`src/rtl/plru_pkg.sv`:
```
package plru_pkg;

    typedef enum logic [1:0] {
        OP_NONE  = 2'd0,
        OP_TOUCH = 2'd1,
        OP_EVICT = 2'd2
    } plru_op_e;

    function automatic plru_op_e plru_decode_op(input logic touch, input logic evict);
        if (evict)      return OP_EVICT;
        else if (touch) return OP_TOUCH;
        else            return OP_NONE;
    endfunction

endpackage

```
`src/rtl/plru_match.sv`:
```
module plru_match #(
    parameter int WAYS = 8,
    parameter int KEEP = 3,
    localparam int IDW = $clog2(WAYS)
) (
    input  logic [KEEP-1:0][IDW-1:0] slots,
    input  logic [IDW-1:0]           way,
    output logic [KEEP-1:0]          hit_vec,
    output logic                     any_hit
);
    for (genvar k = 0; k < KEEP; k++) begin : g_cmp
        assign hit_vec[k] = (slots[k] == way);
    end

    assign any_hit = |hit_vec;
endmodule

```
`src/rtl/plru_fill.sv`:
```
module plru_fill #(
    parameter int WAYS = 8,
    parameter int KEEP = 3,
    localparam int IDW = $clog2(WAYS)
) (
    input  logic [KEEP-1:0][IDW-1:0] slots,
    output logic [IDW-1:0]           fill_way
);
    logic [WAYS-1:0] present;

    for (genvar w = 0; w < WAYS; w++) begin : g_way
        logic [KEEP-1:0] eq;
        for (genvar k = 0; k < KEEP; k++) begin : g_slot
            assign eq[k] = (slots[k] == IDW'(w));
        end
        assign present[w] = |eq;
    end

    // Lowest absent way wins: scan from the top so the last hit is the smallest.
    always_comb begin
        fill_way = '0;
        for (int w = WAYS - 1; w >= 0; w--) begin
            if (!present[w]) fill_way = IDW'(w);
        end
    end
endmodule

```
`src/rtl/plru_shift.sv`:
```
module plru_shift #(
    parameter int WAYS = 8,
    parameter int KEEP = 3,
    localparam int IDW = $clog2(WAYS)
) (
    input  logic [KEEP-1:0][IDW-1:0] slots,
    input  logic [KEEP-1:0]          hit_vec,
    input  logic [IDW-1:0]           fill_way,
    output logic [KEEP-1:0][IDW-1:0] slots_nxt
);
    // at_or_above[j]: the hit lies at position j or nearer the eviction end.
    logic [KEEP-1:0] at_or_above;

    assign at_or_above[0] = hit_vec[0];
    for (genvar j = 1; j < KEEP; j++) begin : g_prefix
        assign at_or_above[j] = at_or_above[j-1] | hit_vec[j];
    end

    for (genvar j = 0; j < KEEP; j++) begin : g_slot
        if (j == KEEP - 1) begin : g_top
            assign slots_nxt[j] = at_or_above[j] ? fill_way : slots[j];
        end else begin : g_mid
            assign slots_nxt[j] = at_or_above[j] ? slots[j+1] : slots[j];
        end
    end
endmodule

```
`src/rtl/plru_partial_queue.sv`:
```
module plru_partial_queue #(
    parameter int WAYS = 8,
    parameter int KEEP = 3,
    localparam int IDW = $clog2(WAYS),
    localparam int SW  = KEEP * IDW
) (
    input  logic           clk,
    input  logic           rst,
    input  logic           acc_vld,
    input  logic [IDW-1:0] acc_way,
    input  logic           rpl_vld,
    output logic [IDW-1:0] victim_way,
    output logic [SW-1:0]  state_word,
    output logic           wr_needed
);
    import plru_pkg::*;

    typedef struct packed {
        logic [KEEP-1:0][IDW-1:0] slots;
    } trk_t;

    trk_t st_d, st_q;
    trk_t st_init;

    plru_op_e                 op;
    logic [IDW-1:0]           eff_way;
    logic [KEEP-1:0]          hit_vec;
    logic                     any_hit;
    logic [IDW-1:0]           fill_way;
    logic [KEEP-1:0][IDW-1:0] shifted;
    logic                     wr_d;

    for (genvar k = 0; k < KEEP; k++) begin : g_init
        assign st_init.slots[k] = IDW'(k);
    end

    assign op      = plru_decode_op(acc_vld, rpl_vld);
    assign eff_way = (op == OP_EVICT) ? st_q.slots[0] : acc_way;

    plru_match #(.WAYS(WAYS), .KEEP(KEEP)) u_match (
        .slots   (st_q.slots),
        .way     (eff_way),
        .hit_vec (hit_vec),
        .any_hit (any_hit)
    );

    plru_fill #(.WAYS(WAYS), .KEEP(KEEP)) u_fill (
        .slots    (st_q.slots),
        .fill_way (fill_way)
    );

    plru_shift #(.WAYS(WAYS), .KEEP(KEEP)) u_shift (
        .slots     (st_q.slots),
        .hit_vec   (hit_vec),
        .fill_way  (fill_way),
        .slots_nxt (shifted)
    );

    always_comb begin
        st_d = st_q;
        wr_d = 1'b0;
        if (op != OP_NONE && any_hit) begin
            st_d.slots = shifted;
            wr_d       = 1'b1;
        end
    end

    always_ff @(posedge clk) begin
        if (rst)       st_q <= st_init;
        else if (wr_d) st_q <= st_d;
    end

    assign victim_way = st_q.slots[0];
    assign state_word = st_q.slots;
    assign wr_needed  = wr_d;
endmodule

```
`config.mk`:
```
export PLATFORM = sky130hd
export DESIGN_NAME = plru_partial_queue
export DESIGN_NICKNAME = d
export VERILOG_FILES = /design/src/rtl/plru_pkg.sv /design/src/rtl/plru_match.sv /design/src/rtl/plru_fill.sv /design/src/rtl/plru_shift.sv /design/src/rtl/plru_partial_queue.sv
export SDC_FILE = /design/constraint.sdc
export NUM_CORES = 1
export LEC_CHECK = 0
export BUFFER_PORTS_ARGS = -buffer_cell sky130_fd_sc_hd__clkbuf_2
export CAP_MARGIN = 0
export CORE_AREA = 2 2 44 46
export DETAILED_ROUTE_END_ITERATION = 12
export DIE_AREA = 0 0 46 48
export GPL_TIMING_DRIVEN = 0
export PLACE_DENSITY = 0.66
export SYNTH_ARGS = -nofsm -noshare
export SYNTH_HDL_FRONTEND = slang
export SYNTH_SLANG_ARGS = --single-unit
```
`constraint.sdc`:
```
create_clock -name clk -period 2.47 [get_ports clk]
set_input_delay 0.1235 -clock clk [delete_from_list [all_inputs] [get_ports clk]]
set_output_delay 0.1235 -clock clk [all_outputs]
set_load 0.02 [all_outputs]
```
==> impl_metrics.json <==
{
  "grt_max_degree": 11,
  "ir_worst_vdd_mv": 0.434,
  "placementRows": 15,
  "cts_sinks": 9,
  "crit_chain": "buf_2 > xnor2_1 > a41oi_2 > o41a_1 > and2_4 > inv_1 > clkbuf_2",
  "timing.final.ws_setup_ns": 0.284,
  "yosys.area_share.adder": 0,
  "tightest_slew_ns": 0.531,
  "clock_skew_ns": 0.00668,
  "synth_seq_cells": 9,
  "p_per_area_nw_per_um2": 616,
  "cts_tree": "built",
  "grt.met1_usage": 0.195,
  "synthFlopType": "dfxtp_1",
  "cts_buffers": 3,
  "drtPass1Iterations": 7,
  "die_w_um": 46,
  "routed_wirelength_mm": 1.60,
  "postCtsSetupRepairBufs": 0,
  "gr-total-overflow": 0,
  "portBuffers": 18,
  "synth_top_family_by_area": "simple AND/OR/NAND/NOR gates",
  "cts_root_buf": "clkbuf_4",
  "synthToLayoutAreaGrowth_pct": 19.0,
  "p_leak_nw": 0.383,
  "crit_slowest_cell": "a41oi_2",
  "fin_crit_sh": 0.885,
  "gr-usage-met2": 0.242,
  "max_freq_mhz": 457,
  "syn_area_per_cell_um2": 8.05,
  "globalRoute.busiestLayer": "met2",
  "via_per_inst": 5.60,
  "clk_latency_ns": 0.26,
  "required_ns": 2.35,
  "grt_pass1_wl_mm": 2.37,
  "grt_pass1_vias": 567,
  "synth_cell_types": 36,
  "antenna_found_initial": 0,
  "relSlewSlack": 0.642,
  "use_met3": 0.0113,
  "hold_buffers": 0,
  "netlist_area_um2": 724,
  "yosys_warnings": 0,
  "n_antenna_cell": 0,
  "crit_type": "reg -> out",
  "hold_violations": 0,
  "synth_xor_area_frac": 0.0967,
  "cts_buffer_depth": 2,
  "ys_async_sr_fraction": 0,
  "end_kind": "output pin",
  "htree_levels": 1,
  "slew_violations": 0,
  "drc": 0,
  "post_cts_resized": 0,
  "io_pins": 20,
  "rsz0062_at_grt": "no",
  "dieHeight_um": 48,
  "syn-num-nets": 97,
  "finalWeightedCongestion": 0.770,
  "dpl.hpwl_mm": 1.21,
  "synth_edf_count": 0,
  "preCtsSetupSlack_ns": 0.538,
  "die-area_um2": 2210,
  "crit_path_max_incr_delay_ns": 0.36,
  "worstPathArrival_ns": 2.06,
  "start_kind": "flip-flop",
  "ant_nets": 0,
  "avgRoutedWirePerCell_um": 12.4,
  "drv_cap": 0,
  "vias": 723,
  "min_period_ns": 2.19,
  "holdCritPathClass": "in -> reg",
  "grt_util_all_layers": 0.149,
  "synth.area.mux_share": 0.0915,
  "drive_above_1_share": 0.313,
  "status": "completed",
  "layout.nets": 120,
  "initial_core_util": 0.429,
  "clk_pin_slew_ns": 0.06,
  "yosys.area.top_type": "dfxtp_1",
  "core_area_um2": 1690,
  "synth_commonest_cells": "dfxtp_1 (9), nor2_1 (9), xnor2_1 (8), nand2_1 (7), inv_1 (6)",
  "hold_ws_ns": 0.127,
  "cp_max_fo": 8,
  "synthTopCellsByArea": "dfxtp_1 (25%), xnor2_1 (9.7%), nor2_1 (4.7%), mux2i_1 (4.1%), nand2_1 (3.6%)",
  "setup_viol": 0,
  "yosysSeqAreaShare": 0.249,
  "yosys.area_share.simple": 0.231,
  "drt_iter0_drc": 11,
  "fin_tns_setup_ns": 0,
  "synth_compound_area_frac": 0.206,
  "yosysTopAreaCellShare": 0.249,
  "postSynthCellCount": 90
}
## worst max-delay path, delay by kind of cell, from the launching register on
family / cells / cell delay [ns]
buffers and inverters: 3 / 0.42
AND/OR/NAND/NOR: 1 / 0.21
flip-flops: 1 / 0.34
AO/OA/AOI/OAI: 2 / 0.71
XOR/XNOR: 1 / 0.12
## sequential cells by signal, summed over array words and instances (netlist names)
signal	count
state_word	6
victim_way	3
## placed cells by master, fill, tap and decap left out, types with 2 or more instances in the layout
master	instances
a21oi_1	5
buf_2	3
buf_4	3
clkbuf_1	5
clkbuf_2	19
clkbuf_4	3
dfxtp_1	9
inv_1	6
mux2i_1	3
nand2_1	7
nand3_1	3
nand3b_1	2
nor2_1	9
nor3_1	5
xnor2_1	8
## routing by layer
metal  vias to the layer above  part of all wire
met1                       337              0.48
li1                        358                 -
met4                         0             0.018
met5                         -                 0
met2                        23              0.46
met3                         5             0.039
## logic make-up (layout without fill, tap and decap cells)
| group | count (synthesis) | count (layout) |
|---|---|---|
| xor gates and xnor gates | 8 | 8 |
| AOI/OAI and AO/OA | 17 | 17 |
| DFF | 9 | 9 |
| buffers and inverters | 18 | 40 |
| and+or+nand+nor | 33 | 33 |
| muxes | 5 | 5 |
## report_power, final
group / switching, mW / internal, mW
clock network: 0.0476 / 0.0620
registers: 0.00823 / 0.162
logic: 0.148 / 0.103
total: 0.203 / 0.327
## per-stage QoR
step | cells | util | power [mW] | instance area (um^2)
after CTS | 129 | 0.510 | 0.533 | 862
after global placement | 125 | 0.495 | 0.419 | 836
final | 129 | 0.510 | 0.531 | 862
after floorplan | 90 | - | 0.365 | 724
after global routing | 129 | 0.510 | 0.564 | 862
after detailed placement | 125 | 0.495 | 0.423 | 836
## cell type report
cell class | instances | area [um^2]
clock buffer | 4 | 26.3
buffer | 12 | 68.8
sequential | 9 | 180
multi-input combinational | 63 | 453
tap | 17 | 21.3
inverter | 6 | 22.5
timing repair buffer | 18 | 90.1
fill | 182 | 827
## worst paths after layout
kind / startpoint / end / slack [ns] / cells past startpoint
max reg2reg: victim_way[1] / state_word[6] / 0.52 / 6
max: victim_way[0] / wr_needed / 0.28 / 7
min reg2reg: state_word[5] / state_word[5] / 0.55 / 2
min: rst / state_word[5] / 0.13 / 2
(Power assumes the default switching activity.)
